$ cat src/rtl/crossing_pkg.sv
package crossing_pkg;

    localparam int PHASE_W = 3;

    // Power-up phase must encode as all zeros; the remaining codes are free.
    typedef enum logic [PHASE_W-1:0] {
        PH_HWY_GO  = 3'b000,
        PH_HWY_AMB = 3'b100,
        PH_FRM_GO  = 3'b110,
        PH_FRM_AMB = 3'b010
    } phase_e;

    typedef struct packed {
        logic red;
        logic amber;
        logic go;
    } lamp_t;

    typedef struct packed {
        logic long_start;
        logic long_ack;
        logic long_clear;
        logic short_start;
    } tcmd_t;

    localparam lamp_t LAMP_RED   = '{red: 1'b1, amber: 1'b0, go: 1'b0};
    localparam lamp_t LAMP_AMBER = '{red: 1'b0, amber: 1'b1, go: 1'b0};
    localparam lamp_t LAMP_GO    = '{red: 1'b0, amber: 1'b0, go: 1'b1};
    localparam tcmd_t TCMD_IDLE  = '0;

    function automatic logic is_green(input phase_e p);
        return (p == PH_HWY_GO) || (p == PH_FRM_GO);
    endfunction

    function automatic logic is_amber(input phase_e p);
        return (p == PH_HWY_AMB) || (p == PH_FRM_AMB);
    endfunction

endpackage

$ cat src/rtl/crossing_phase.sv
module crossing_phase
    import crossing_pkg::*;
(
    input  logic   clk,
    input  logic   rst,
    input  logic   car_wait,
    input  logic   long_done,
    input  logic   short_done,
    output phase_e cur,
    output phase_e nxt
);

    always_comb begin
        nxt = cur;
        case (cur)
            PH_HWY_GO:  if (car_wait && long_done) nxt = PH_HWY_AMB;
            PH_HWY_AMB: if (short_done)            nxt = PH_FRM_GO;
            PH_FRM_GO:  if (long_done || !car_wait) nxt = PH_FRM_AMB;
            PH_FRM_AMB: if (short_done)            nxt = PH_HWY_GO;
            default:                               nxt = PH_HWY_GO;
        endcase
    end

    always_ff @(posedge clk) begin
        if (rst) cur <= PH_HWY_GO;
        else     cur <= nxt;
    end

endmodule

$ cat src/rtl/crossing_lamp_dec.sv
module crossing_lamp_dec
    import crossing_pkg::*;
(
    input  phase_e ph,
    output lamp_t  hwy,
    output lamp_t  frm
);

    always_comb begin
        case (ph)
            PH_HWY_GO:  begin hwy = LAMP_GO;    frm = LAMP_RED;   end
            PH_HWY_AMB: begin hwy = LAMP_AMBER; frm = LAMP_RED;   end
            PH_FRM_GO:  begin hwy = LAMP_RED;   frm = LAMP_GO;    end
            PH_FRM_AMB: begin hwy = LAMP_RED;   frm = LAMP_AMBER; end
            default:    begin hwy = LAMP_RED;   frm = LAMP_RED;   end
        endcase
    end

endmodule

$ cat src/rtl/crossing_tcmd.sv
module crossing_tcmd
    import crossing_pkg::*;
(
    input  logic   clk,
    input  logic   rst,
    input  phase_e cur,
    input  phase_e nxt,
    input  logic   long_done,
    output tcmd_t  cmd
);

    tcmd_t cmd_d;
    logic  leaving_green;

    assign leaving_green = is_green(cur) && is_amber(nxt);

    always_comb begin
        cmd_d             = TCMD_IDLE;
        cmd_d.long_start  = is_green(nxt);
        cmd_d.short_start = leaving_green;
        // An elapsed long timer is acknowledged; an early farm exit clears it.
        cmd_d.long_ack    = leaving_green && ((cur == PH_HWY_GO) || long_done);
        cmd_d.long_clear  = leaving_green && (cur == PH_FRM_GO) && !long_done;
    end

    always_ff @(posedge clk) begin
        if (rst) cmd <= TCMD_IDLE;
        else     cmd <= cmd_d;
    end

endmodule

$ cat src/rtl/crossing_ctrl.sv
module crossing_ctrl
    import crossing_pkg::*;
(
    input  logic clk,
    input  logic rst,
    input  logic car_wait,
    input  logic long_done,
    input  logic short_done,
    output logic hw_red,
    output logic hw_amber,
    output logic hw_go,
    output logic fm_red,
    output logic fm_amber,
    output logic fm_go,
    output logic long_start,
    output logic long_ack,
    output logic long_clear,
    output logic short_start
);

    phase_e cur_ph;
    phase_e nxt_ph;
    lamp_t  hwy_l;
    lamp_t  frm_l;
    tcmd_t  cmd;

    crossing_phase u_phase (
        .clk        (clk),
        .rst        (rst),
        .car_wait   (car_wait),
        .long_done  (long_done),
        .short_done (short_done),
        .cur        (cur_ph),
        .nxt        (nxt_ph)
    );

    crossing_lamp_dec u_lamps (
        .ph  (cur_ph),
        .hwy (hwy_l),
        .frm (frm_l)
    );

    crossing_tcmd u_tcmd (
        .clk       (clk),
        .rst       (rst),
        .cur       (cur_ph),
        .nxt       (nxt_ph),
        .long_done (long_done),
        .cmd       (cmd)
    );

    assign hw_red      = hwy_l.red;
    assign hw_amber    = hwy_l.amber;
    assign hw_go       = hwy_l.go;
    assign fm_red      = frm_l.red;
    assign fm_amber    = frm_l.amber;
    assign fm_go       = frm_l.go;
    assign long_start  = cmd.long_start;
    assign long_ack    = cmd.long_ack;
    assign long_clear  = cmd.long_clear;
    assign short_start = cmd.short_start;

endmodule

$ cat config.mk
export PLATFORM = sky130hd
export DESIGN_NAME = crossing_ctrl
export DESIGN_NICKNAME = d
export VERILOG_FILES = /design/src/rtl/crossing_pkg.sv /design/src/rtl/crossing_phase.sv /design/src/rtl/crossing_lamp_dec.sv /design/src/rtl/crossing_tcmd.sv /design/src/rtl/crossing_ctrl.sv
export SDC_FILE = /design/constraint.sdc
export NUM_CORES = 1
export LEC_CHECK = 0
export ABC_CLOCK_PERIOD_IN_PS = 1400
export BUFFER_PORTS_ARGS = -buffer_cell sky130_fd_sc_hd__buf_2
export CAP_MARGIN = 20
export CORE_AREA = 2 2 39 41
export DETAILED_ROUTE_END_ITERATION = 10
export DIE_AREA = 0 0 41 43
export MAX_ROUTING_LAYER = met4
export PLACE_DENSITY = 0.52
export SYNTH_ARGS = -nofsm -noshare
export SYNTH_HDL_FRONTEND = slang
export SYNTH_SLANG_ARGS = --single-unit
$ cat constraint.sdc
create_clock -name clk -period 1.4 [get_ports clk]
set_input_delay 0.07 -clock clk [delete_from_list [all_inputs] [get_ports clk]]
set_output_delay 0.07 -clock clk [all_outputs]
set_load 0.01 [all_outputs]
==> flow_summary.toml <==
[clocking]
cts_setup_buffers = 0
clockBufferDepth = 2
root_buffer = "clkbuf_4"
numCtsBuffers = 3
clock_sinks = 7
clk_pin_slew_ns = 0.06
cts_max_level = 1
worst_skew_pair.late_latency_ns = 0.25
cts_tree = "built"

[drt]
firstDrtPassIters = 4
remaining_drc_errors = 0
ant_nets = 0
via_per_inst = 4.368
drt_iter0_drc = 5
wirelength_um = 610
wire_per_inst_um = 8.971
num_vias = 297

[worst_setup_path]
cp-end-kind = "output pin"
path_cells = "inv_1 -> and3_1 -> buf_2"
worstPathRequired_ns = 1.33
path_class = "reg -> out"
reg2reg_slack_ns = 0.35
reg2reg_to = "u_tcmd.cmd[3]"
crit_slowest_cell = "dfxtp_1"
crit_path_max_fanout = 7
endpoint = "hw_amber"
startpoint_type = "flop"
r2r_cells = 3
arrival_ns = 1.10
slowest_delay_ns = 0.44
cp-startpoint = "u_phase.cur[1]"
worstReg2RegStart = "u_phase.cur[2]"

[timing]
slew_violations = 0
fin_crit_sh_pct = 83.81
rsz0062_at_grt = "no"
period_needed_ns = 1.173
skew_ns = 0.008468
report.final.hold_viol_count = 0
fmax_mhz = 852.2
hold_ws_ns = 0.02862
finalSetupViolations = 0
fin_ws_ns = 0.2266
setup_tns_ns = 0

[flow_run]
cap_violations = 0

[power_and_ir_drop]
power_frac_comb_pct = 10.2
p_sw_share_pct = 23.75
p_leak_nw = 0.2037
seq_power_share_pct = 47.7
power_switching_mw = 0.1048
clkPwrFrac_pct = 42.0
ir_drop_uv = 471.5
p_int_mw = 0.3365
p_per_area_nw_per_um2 = 1041

[synthesis]
yosys_warnings = 0
synthesis.area_um2 = 305.3
synthesis.instances = 34
synth_seq_cells = 7
syn-num-nets = 39
synth.distinct_cells = 20
avgSynthCellArea_um2 = 8.979
ys_seq_area_share_pct = 45.90

[placement]
dp_cells = 63
gp_congestion = 0.7159
dpl.hpwl_um = 441.4
port-buffer-count = 14
dpl_worst_slack_ns = 0.3628

[worst_hold_path]
hold_class = "in -> reg"

[outcome]
outcome = "finished, final reports clean"

[layout]
syn_to_final_growth_pct = 38.93
num-nets-final = 58
fin_cells = 68
drive_gt1_share_pct = 38.46
insertedDiodeCount = 0
fillers = 163

[global_route]
grt_usage_pct = 8.548
grt_pass1_wl_um = 938
antenna_found_initial = 0
grt_max_degree = 11
grt_pass1_vias = 241
grt.overflow.total = 0

[floorplanning]
dieArea_um2 = 1763
die_w_um = 41
initial_core_util_pct = 22.06
coreArea_um2 = 1384
rows = 14
die_y_um = 43
ios = 15
==> repair_timing <==
item                      CTS  global route
hold endpoints to repair    1             0
gates resized for setup     0             0
hold buffers                1             0
==> cells in the mapped netlist <==
cell / n / area [um2]
a211oi_2: 1 / 12.51
and3_1: 1 / 6.260
buf_4: 1 / 7.510
nand2_1: 3 / 11.26
mux2i_1: 1 / 10.01
nor2b_1: 2 / 12.51
nor4_1: 1 / 6.260
dfxtp_1: 7 / 140.1
nor3_1: 1 / 5.000
inv_1: 3 / 11.26
and3_2: 1 / 7.510
conb_1: 1 / 3.750
a211oi_1: 1 / 7.510
o21ai_0: 1 / 5.000
nand3b_1: 2 / 15.01
nor2_1: 3 / 11.26
or2_1: 1 / 6.260
o22ai_2: 1 / 12.51
xnor2_1: 1 / 8.760
a21oi_1: 1 / 5.000
==> power by group through the flow <==
stage	clock, mW	combinational (mW)	sequential (mW)
final	0.186	0.0452	0.211
after global routing	0.203	0.0504	0.211
after CTS	0.193	0.0453	0.211
after detailed placement	0	0.0429	0.215
after global placement	0	0.0434	0.215
after floorplan	0	0.0254	0.214
==> critical path: cells and delay by family (launching register included) <==
kind	cells	cell delay [ns]
buffers and inverters	2	0.25
DFF	1	0.44
and+or+nand+nor	1	0.17
==> cells in the final DEF, fill, tap and decap left out <==
cell type and instances:
buf_2 14, dfxtp_1 7, inv_1 3, nand2_1 3
nor2_1 3, clkbuf_4 3, nor2b_1 2, nand3b_1 2
and3_2 1, and3_1 1, o22ai_2 1, xnor2_1 1
nor3_1 1, a211oi_2 1, or2_1 1, mux2i_1 1
o21ai_0 1, a21oi_1 1, nor4_1 1, a211oi_1 1
clkbuf_1 1, dlygate4sd3_1 1, conb_1 1
==> per-layer routing <==
metal | track usage [%] | routed length [um]
met4 | 2.000 | 0
met1 | 10.00 | 293
met5 | - | 0
met3 | 7.853 | 56
met2 | 10.63 | 260
==> registers in the layout, summed over array words and instances, names as in the netlist <==
name         count
u_phase.cur      3
u_tcmd.cmd       4
==> per-stage QoR <==
step	instance area (um2)	utilization (%)	power (mW)
2_1_floorplan	305.3	-	0.2398
3_5_place_dp	387.9	28.03	0.2578
3_3_place_gp	387.9	28.03	0.2581
6_report	424.2	30.65	0.4413
4_1_cts	424.2	30.65	0.4485
5_1_grt	424.2	30.65	0.4651
==> worst min path at each step <==
stage | to | from | cells after the start | slack [ns]
2_1_floorplan | u_tcmd.cmd[3] | rst | 1 | 0.13
3_3_place_gp | u_tcmd.cmd[3] | rst | 2 | 0.25
3_5_place_dp | u_tcmd.cmd[3] | rst | 2 | 0.25
4_1_cts | u_tcmd.cmd[1] | long_done | 2 | 0.02
5_1_grt | u_tcmd.cmd[1] | car_wait | 2 | 0.03
6_report | u_tcmd.cmd[1] | car_wait | 2 | 0.03
==> final cells by class <==
class                   instances  area (um2)  share of cell area (%)
flip-flops and latches          7       140.1                   33.04
well taps                      16       20.02                   4.720
repair buffers                 15       80.08                   18.88
clock buffers                   4       26.28                   6.195
multi-input cells              23       146.4                   34.51
inverters                       3       11.26                   2.655
==> kinds of logic (layout without fill, tap and decap cells) <==
| group | Yosys count | count (layout) | synth area share (%) |
|---|---|---|---|
| other | 1 | 1 | 1.228 |
| xor gates and xnor gates | 1 | 1 | 2.869 |
| and+or+nand+nor | 15 | 15 | 26.64 |
| DFF | 7 | 7 | 45.90 |
| AOI/OAI and AO/OA | 5 | 5 | 13.93 |
| buffers and inverters | 4 | 22 | 6.148 |
| muxes | 1 | 1 | 3.279 |
Note: power is estimated with default switching activity, not from simulation.
